$ cat config.mk
export PLATFORM = sky130hd
export DESIGN_NAME = prio_intc
export DESIGN_NICKNAME = d
export VERILOG_FILES = /design/src/rtl/prio_intc_pkg.sv /design/src/rtl/prio_intc_regs.sv /design/src/rtl/prio_intc_pick.sv /design/src/rtl/prio_intc.sv
export SDC_FILE = /design/constraint.sdc
export NUM_CORES = 1
export LEC_CHECK = 0
export CORE_ASPECT_RATIO = 1.4
export CORE_MARGIN = 2
export CORE_UTILIZATION = 40
export CTS_CLUSTER_DIAMETER = 120
export CTS_CLUSTER_SIZE = 40
export DETAILED_ROUTE_END_ITERATION = 12
export PLACE_DENSITY = 0.55
export SETUP_SLACK_MARGIN = 0.05
export SYNTH_ARGS = -nofsm -noshare
export SYNTH_HDL_FRONTEND = slang
export SYNTH_SLANG_ARGS = --single-unit
$ cat constraint.sdc
create_clock -name clk -period 162.6 [get_ports clk]
set_input_delay 32.52 -clock clk [delete_from_list [all_inputs] [get_ports clk]]
set_output_delay 32.52 -clock clk [all_outputs]
set_load 0.01 [all_outputs]
$ cat src/rtl/prio_intc_pkg.sv
`timescale 1ns/1ps
package prio_intc_pkg;
   localparam int NUM_GROUPS  = 8;
   // word index (byte offset / 4) of each register
   localparam int WRD_ROUTE   = 0;
   localparam int WRD_ENABLE  = 1;
   localparam int WRD_RAW     = 2;
   localparam int WRD_PRIO0   = 3;
   localparam int WRD_PRIO_N  = WRD_PRIO0 + NUM_GROUPS - 1;
   localparam int WRD_MASKED  = 11;
   localparam int WRD_HP_FAST = 12;
   localparam int WRD_HP_NORM = 13;

   // priority-register slot (0..7) that owns a source
   function automatic int grp_of(input int s);
      if (s >= 25)      return 0;
      else if (s == 24) return 7;
      else if (s >= 18) return 1;
      else if (s >= 12) return 2;
      else if (s >= 8)  return 4;
      else if (s >= 6)  return 3;
      else if (s >= 2)  return 5;
      else              return 6;
   endfunction

   // lowest source number held by a priority-register slot
   function automatic int grp_base(input int g);
      case (g)
         0:       return 25;
         1:       return 18;
         2:       return 12;
         3:       return 6;
         4:       return 8;
         5:       return 2;
         6:       return 0;
         default: return 24;
      endcase
   endfunction
endpackage

$ cat src/rtl/prio_intc_regs.sv
`timescale 1ns/1ps
module prio_intc_regs
   import prio_intc_pkg::*;
#(
   parameter int NSRC = 32,
   parameter int PW   = 4,
   parameter int AW   = 8,
   parameter int DW   = 32
) (
   input  logic             clk,
   input  logic             rst_n,
   input  logic             wr_en,
   input  logic [AW-3:0]    word,
   input  logic [DW-1:0]    wdata,
   output logic [NSRC-1:0]  route_q,
   output logic [NSRC-1:0]  en_q,
   output logic [NSRC*PW-1:0] prio_q
);
   localparam int WW = AW - 2;

   always_ff @(posedge clk or negedge rst_n) begin
      if (!rst_n) begin
         route_q <= '0;
         en_q    <= '0;
      end else if (wr_en) begin
         if (word == WW'(WRD_ROUTE))  route_q <= wdata[NSRC-1:0];
         if (word == WW'(WRD_ENABLE)) en_q    <= wdata[NSRC-1:0];
      end
   end

   for (genvar s = 0; s < NSRC; s++) begin : g_prio
      localparam int GRP = grp_of(s);
      localparam int FLD = (s - grp_base(GRP)) * PW;
      logic [PW-1:0] fld_r;
      always_ff @(posedge clk or negedge rst_n) begin
         if (!rst_n)
            fld_r <= '0;
         else if (wr_en && word == WW'(WRD_PRIO0 + GRP))
            fld_r <= wdata[FLD +: PW];
      end
      assign prio_q[s*PW +: PW] = fld_r;
   end
endmodule

$ cat src/rtl/prio_intc_pick.sv
`timescale 1ns/1ps
module prio_intc_pick #(
   parameter int NSRC = 32,
   parameter int PW   = 4,
   parameter int IW   = 8,
   parameter logic [IW-1:0] NONE = '1
) (
   input  logic [NSRC-1:0]    pend,
   input  logic [NSRC*PW-1:0] prio,
   output logic [IW-1:0]      code
);
   logic          found_c;
   logic [PW-1:0] best_c;

   // strict "greater than" keeps the lowest index on equal fields
   always_comb begin
      found_c = 1'b0;
      best_c  = '0;
      code    = NONE;
      for (int i = 0; i < NSRC; i++) begin
         if (pend[i] && (!found_c || prio[i*PW +: PW] > best_c)) begin
            found_c = 1'b1;
            best_c  = prio[i*PW +: PW];
            code    = IW'(i);
         end
      end
   end
endmodule

$ cat src/rtl/prio_intc.sv
`timescale 1ns/1ps
module prio_intc
   import prio_intc_pkg::*;
#(
   parameter int NSRC = 32,
   parameter int PW   = 4,
   parameter int AW   = 8,
   parameter int DW   = 32,
   parameter int IW   = 8
) (
   input  logic            clk,
   input  logic            rst_n,
   input  logic [31:0]     irq_src,
   input  logic [7:0]      bus_addr,
   input  logic            bus_we,
   input  logic [31:0]     bus_wdata,
   output logic [31:0]     bus_rdata,
   output logic            fiq_o,
   output logic            irq_o
);
   localparam int WW = AW - 2;
   localparam logic [IW-1:0] NONE_CODE = '1;

   if (NSRC != 32) begin : g_chk_nsrc
      $error("prio_intc: source map is fixed at 32 sources");
   end
   if (PW * 7 > DW) begin : g_chk_pw
      $error("prio_intc: largest group does not fit the data word");
   end
   if (AW != 8 || DW != 32) begin : g_chk_bus
      $error("prio_intc: port widths assume an 8-bit address and 32-bit data");
   end
   if ((1 << IW) <= NSRC) begin : g_chk_iw
      $error("prio_intc: code width cannot hold the reserved none value");
   end

   logic [WW-1:0]      word;
   logic [NSRC-1:0]    route_q, en_q, masked;
   logic [NSRC*PW-1:0] prio_q;
   logic [IW-1:0]      hp_code [2];
   logic [IW-1:0]      hp_fast_code, hp_norm_code;
   logic [DW-1:0]      prio_rd;

   assign word = bus_addr[AW-1:2];

   prio_intc_regs #(.NSRC(NSRC), .PW(PW), .AW(AW), .DW(DW)) regs_i (
      .clk     (clk),
      .rst_n   (rst_n),
      .wr_en   (bus_we),
      .word    (word),
      .wdata   (bus_wdata),
      .route_q (route_q),
      .en_q    (en_q),
      .prio_q  (prio_q)
   );

   assign masked = irq_src & en_q;

   // line 0: fast (route bit 1), line 1: normal (route bit 0)
   for (genvar o = 0; o < 2; o++) begin : g_line
      logic [NSRC-1:0] pend;
      assign pend = (o == 0) ? (masked & route_q) : (masked & ~route_q);
      prio_intc_pick #(.NSRC(NSRC), .PW(PW), .IW(IW), .NONE(NONE_CODE)) pick_i (
         .pend (pend),
         .prio (prio_q),
         .code (hp_code[o])
      );
   end

   assign hp_fast_code = hp_code[0];
   assign hp_norm_code = hp_code[1];
   assign fiq_o = |(masked & route_q);
   assign irq_o = |(masked & ~route_q);

   always_comb begin
      prio_rd = '0;
      for (int s = 0; s < NSRC; s++) begin
         if (word == WW'(WRD_PRIO0 + grp_of(s)))
            prio_rd[(s - grp_base(grp_of(s)))*PW +: PW] = prio_q[s*PW +: PW];
      end
   end

   always_comb begin
      case (word)
         WW'(WRD_ROUTE):   bus_rdata = route_q;
         WW'(WRD_ENABLE):  bus_rdata = en_q;
         WW'(WRD_RAW):     bus_rdata = irq_src;
         WW'(WRD_MASKED):  bus_rdata = masked;
         WW'(WRD_HP_FAST): bus_rdata = DW'(hp_fast_code);
         WW'(WRD_HP_NORM): bus_rdata = DW'(hp_norm_code);
         default:
            bus_rdata = (word >= WW'(WRD_PRIO0) && word <= WW'(WRD_PRIO_N)) ? prio_rd : '0;
      endcase
   end
endmodule

==> metrics.md <==
| Metric | Value |
|---|---|
| Outcome | finished clean |
| Cts bufs inserted | 17 |
| GRT overflow | 0 |
| Register area share after synthesis | 21.4% |
| Core Region | 55,400 um^2 |
| Share of cells above drive strength 1 | 13.6% |
| Final Non-Filler Cells | 3,553 |
| Startpoint types | input pin |
| CTS sink cnt | 192 |
| GRT busiest layer | met2 |
| Worst Tran Pin Value | 1.18 ns |
| Site row count | 102 |
| Sw frac | 49.3% |
| Reg-to-Reg Start | regs_i.g_prio[28].fld_r[2] |
| Util after Layout | 44.9% |
| Post-synth EDFFs | 0 |
| Crit Path Max Fanout | 11 |
| Clk_lat worst skew | 0.47 ns |
| Longest Clk Path Bufs | 2 |
| Most used standard cell by instance count after synthesis | mux2_2 |
| Crit path buffers/inverters | 17 |
| Final setup fails | 0 |
| Reg2reg setup slack | 161.54 ns |
| CP peak stage delay | 0.75 ns |
| Hold_ws | 0.562 ns |
| Largest net degree at the start of global routing | 83 |
| Dpl cell area | 24,200 um^2 |
| Synth Flop Type | dfrtp_1 |
| Clk network pwr share | 15.4% |
| Final RePlAce weighted congestion | 0.981 |
| Root buffer cell | clkbuf_16 |
| Die area | 57,900 um^2 |
| Top cells by area, synth | dfrtp_1 21%, mux2_2 13%, ha_1 11%, a21oi_1 4.7%, nand2_1 3.8% |
| Post-route DRC violation count | 0 |
| Hold Crit Endpoint | regs_i.route_q[18] |
| Met3 GRT Util | 2.96% |
| Vias | 22.7k |
| Register clock-pin slew on the reported worst setup and hold paths | 0.08 ns |
| Vias in the first global route | 22.6k |
| Via density | 6.39 |
| WS Path Type | in -> out |
| Logic gate share of total power | 62.6% |
| Setup crit end kind | output port |
| CTS Hold Bufs | 0 |
| Cell family with most CP delay | compound AO/OA/AOI/OAI gates |
| Synthesized area per cell | 8.13 um^2 |
| Placed instance count | 3,521 |
| Nets | 3,087 |
| Fmax achieved | 8.18 MHz |
| First-pass DRT Iterations | 6 |
| Vert. Die Dim | 284 um |
| Diodes inserted | 0 |
| R2R depth | 1 |
| Final WL | 88,700 um |
| Yosys warns | 0 |
| First-pass GRT wire length | 134,000 um |
| Hold depth | 1 |
| Arrival time at the worst endpoint | 89.69 ns |
| RSZ-0062 raised after global routing | no |
| Reg power frac | 22.0% |
| Met1 GRT Util | 35.8% |
| Tot GR Track Use | 30.3% |
| Layout area overhead | 10.9% |
| Fin. Hold Viols | 0 |
| Worst rel slew slack | 21.3% |
| H-tree levels | 4 |
| I/O pin count | 109 |
| Post-synth top cells | 260 x mux2_2, 225 x nand2_1, 212 x a21oi_1 |
| Port Buffer Count | 106 |
| Fin crit period | 122.21 ns |
| Int Pwr | 0.159 mW |
| DP HPWL | 70,900 um |
| Number of max-cap violations | 0 |
| Initial antenna violation count | 1 |
| Post-synth net total | 3,032 |
| Synthesized cell area | 22,400 um^2 |
| P_leak | 11.0 nW |
| Asr flop ratio synth | 100% |
| Post-Synthesis Cells | 2,757 |
| Met2 Usage GRT | 52.6% |
| PD cells | 12.6 nW/um^2 |
| Post-DRT Antenna Nets | 0 |
| Wire per inst | 25.0 um |
| Critical R2R Capture | regs_i.g_prio[28].fld_r[2] |
| Setup TNS | 0 ns |
| Most used cell, CP | a21oi_1 |
| Critical Path RT | 130.08 ns |
| Seq cells post-synth | 192 |
| Clk_skew | 0 ns |
| Initial Util | 40.4% |
| Die X | 204 um |
| CTS tree | yes |
| Psw | 0.155 mW |
| Post-CTS Resized | 0 |
| Maximum VDD drop | 0.00960 mV |
| Total setup buffers inserted after CTS | 0 |
| Slowest-stage cell, CP | o31ai_1 |
| Hold Crit Start | regs_i.route_q[18] |
| Area leader, netlist | dfrtp_1 |
| Final slew viol count | 0 |
| Fin area | 24,800 um^2 |
| Synth cell types | 106 |
| Share of the synthesized area in the top cell type | 21.4% |
| Initial DRC count | 1,755 |
| HP Class | reg -> reg |
| Period utilization | 75.2% |
[layer usage]
metal	up-vias	part of all wire (%)	wire length, um
li1	10542	-	-
met1	11113	40	35200
met2	808	49	43400
met3	229	4.7	4180
met4	0	6.7	5950
met5	-	0	0
[logic make-up after synthesis]
group	after synthesis	share of synthesized area (%)
mux	338	16.7
compound gates	856	26.1
buf+inv	298	5.06
flops	192	21.4
fa+ha+maj	205	11.4
simple gates	868	19.3
[state kept, by name (all words and copies together), names as in the netlist]
signal / flops
regs_i.route_q: 32
regs_i.en_q: 32
regs_i.g_prio.fld_r: 128
[stage by stage]
stage | total power [mW] | setup WS [ns]
2_1_floorplan | 0.207 | 50.82
3_3_place_gp | 0.257 | 41.85
3_5_place_dp | 0.262 | 41.20
4_1_cts | 0.311 | 41.03
5_1_grt | 0.340 | 35.81
6_report | 0.314 | 40.39
[cells in the final DEF, fill, tap and decap left out, types with 75 or more instances in the layout]
cell type        instances
mux2_2                 260
nand2_1                223
a21oi_1                212
inv_1                  206
ha_1                   200
nor2_1                 193
dfrtp_1                192
o21ai_0                148
nand3_1                107
clkdlybuf4s50_1        103
mux2i_1                 75
[power groups by stage]
stage | logic (mW) | clock network, mW | registers (mW)
floorplan | 0.146 | 0 | 0.0610
global placement | 0.187 | 0 | 0.0694
detailed placement | 0.192 | 0 | 0.0697
CTS | 0.193 | 0.0490 | 0.0687
global route | 0.220 | 0.0506 | 0.0699
finish | 0.197 | 0.0483 | 0.0691
[cell type report]
type | instances | area [um^2]
Sequential cell | 192 | 4800
Multi-Input combinational cell | 2267 | 16500
Clock buffer | 18 | 439
Inverter | 207 | 777
Tap cell | 728 | 911
Timing Repair Buffer | 127 | 1210
Clock inverter | 14 | 210
Fill cell | 5637 | 30500
[worst max-delay path by stage]
stage	to	slack, ns	depth (start not counted)	start
6_report	bus_rdata[3]	40.39	251	irq_src[0]
5_1_grt	bus_rdata[3]	35.81	252	irq_src[0]
4_1_cts	bus_rdata[3]	41.03	251	irq_src[0]
3_5_place_dp	bus_rdata[3]	41.20	251	irq_src[0]
3_3_place_gp	bus_rdata[3]	41.85	252	irq_src[0]
2_1_floorplan	bus_rdata[3]	50.82	257	irq_src[0]
Note: power is estimated with default switching activity, not from simulation.
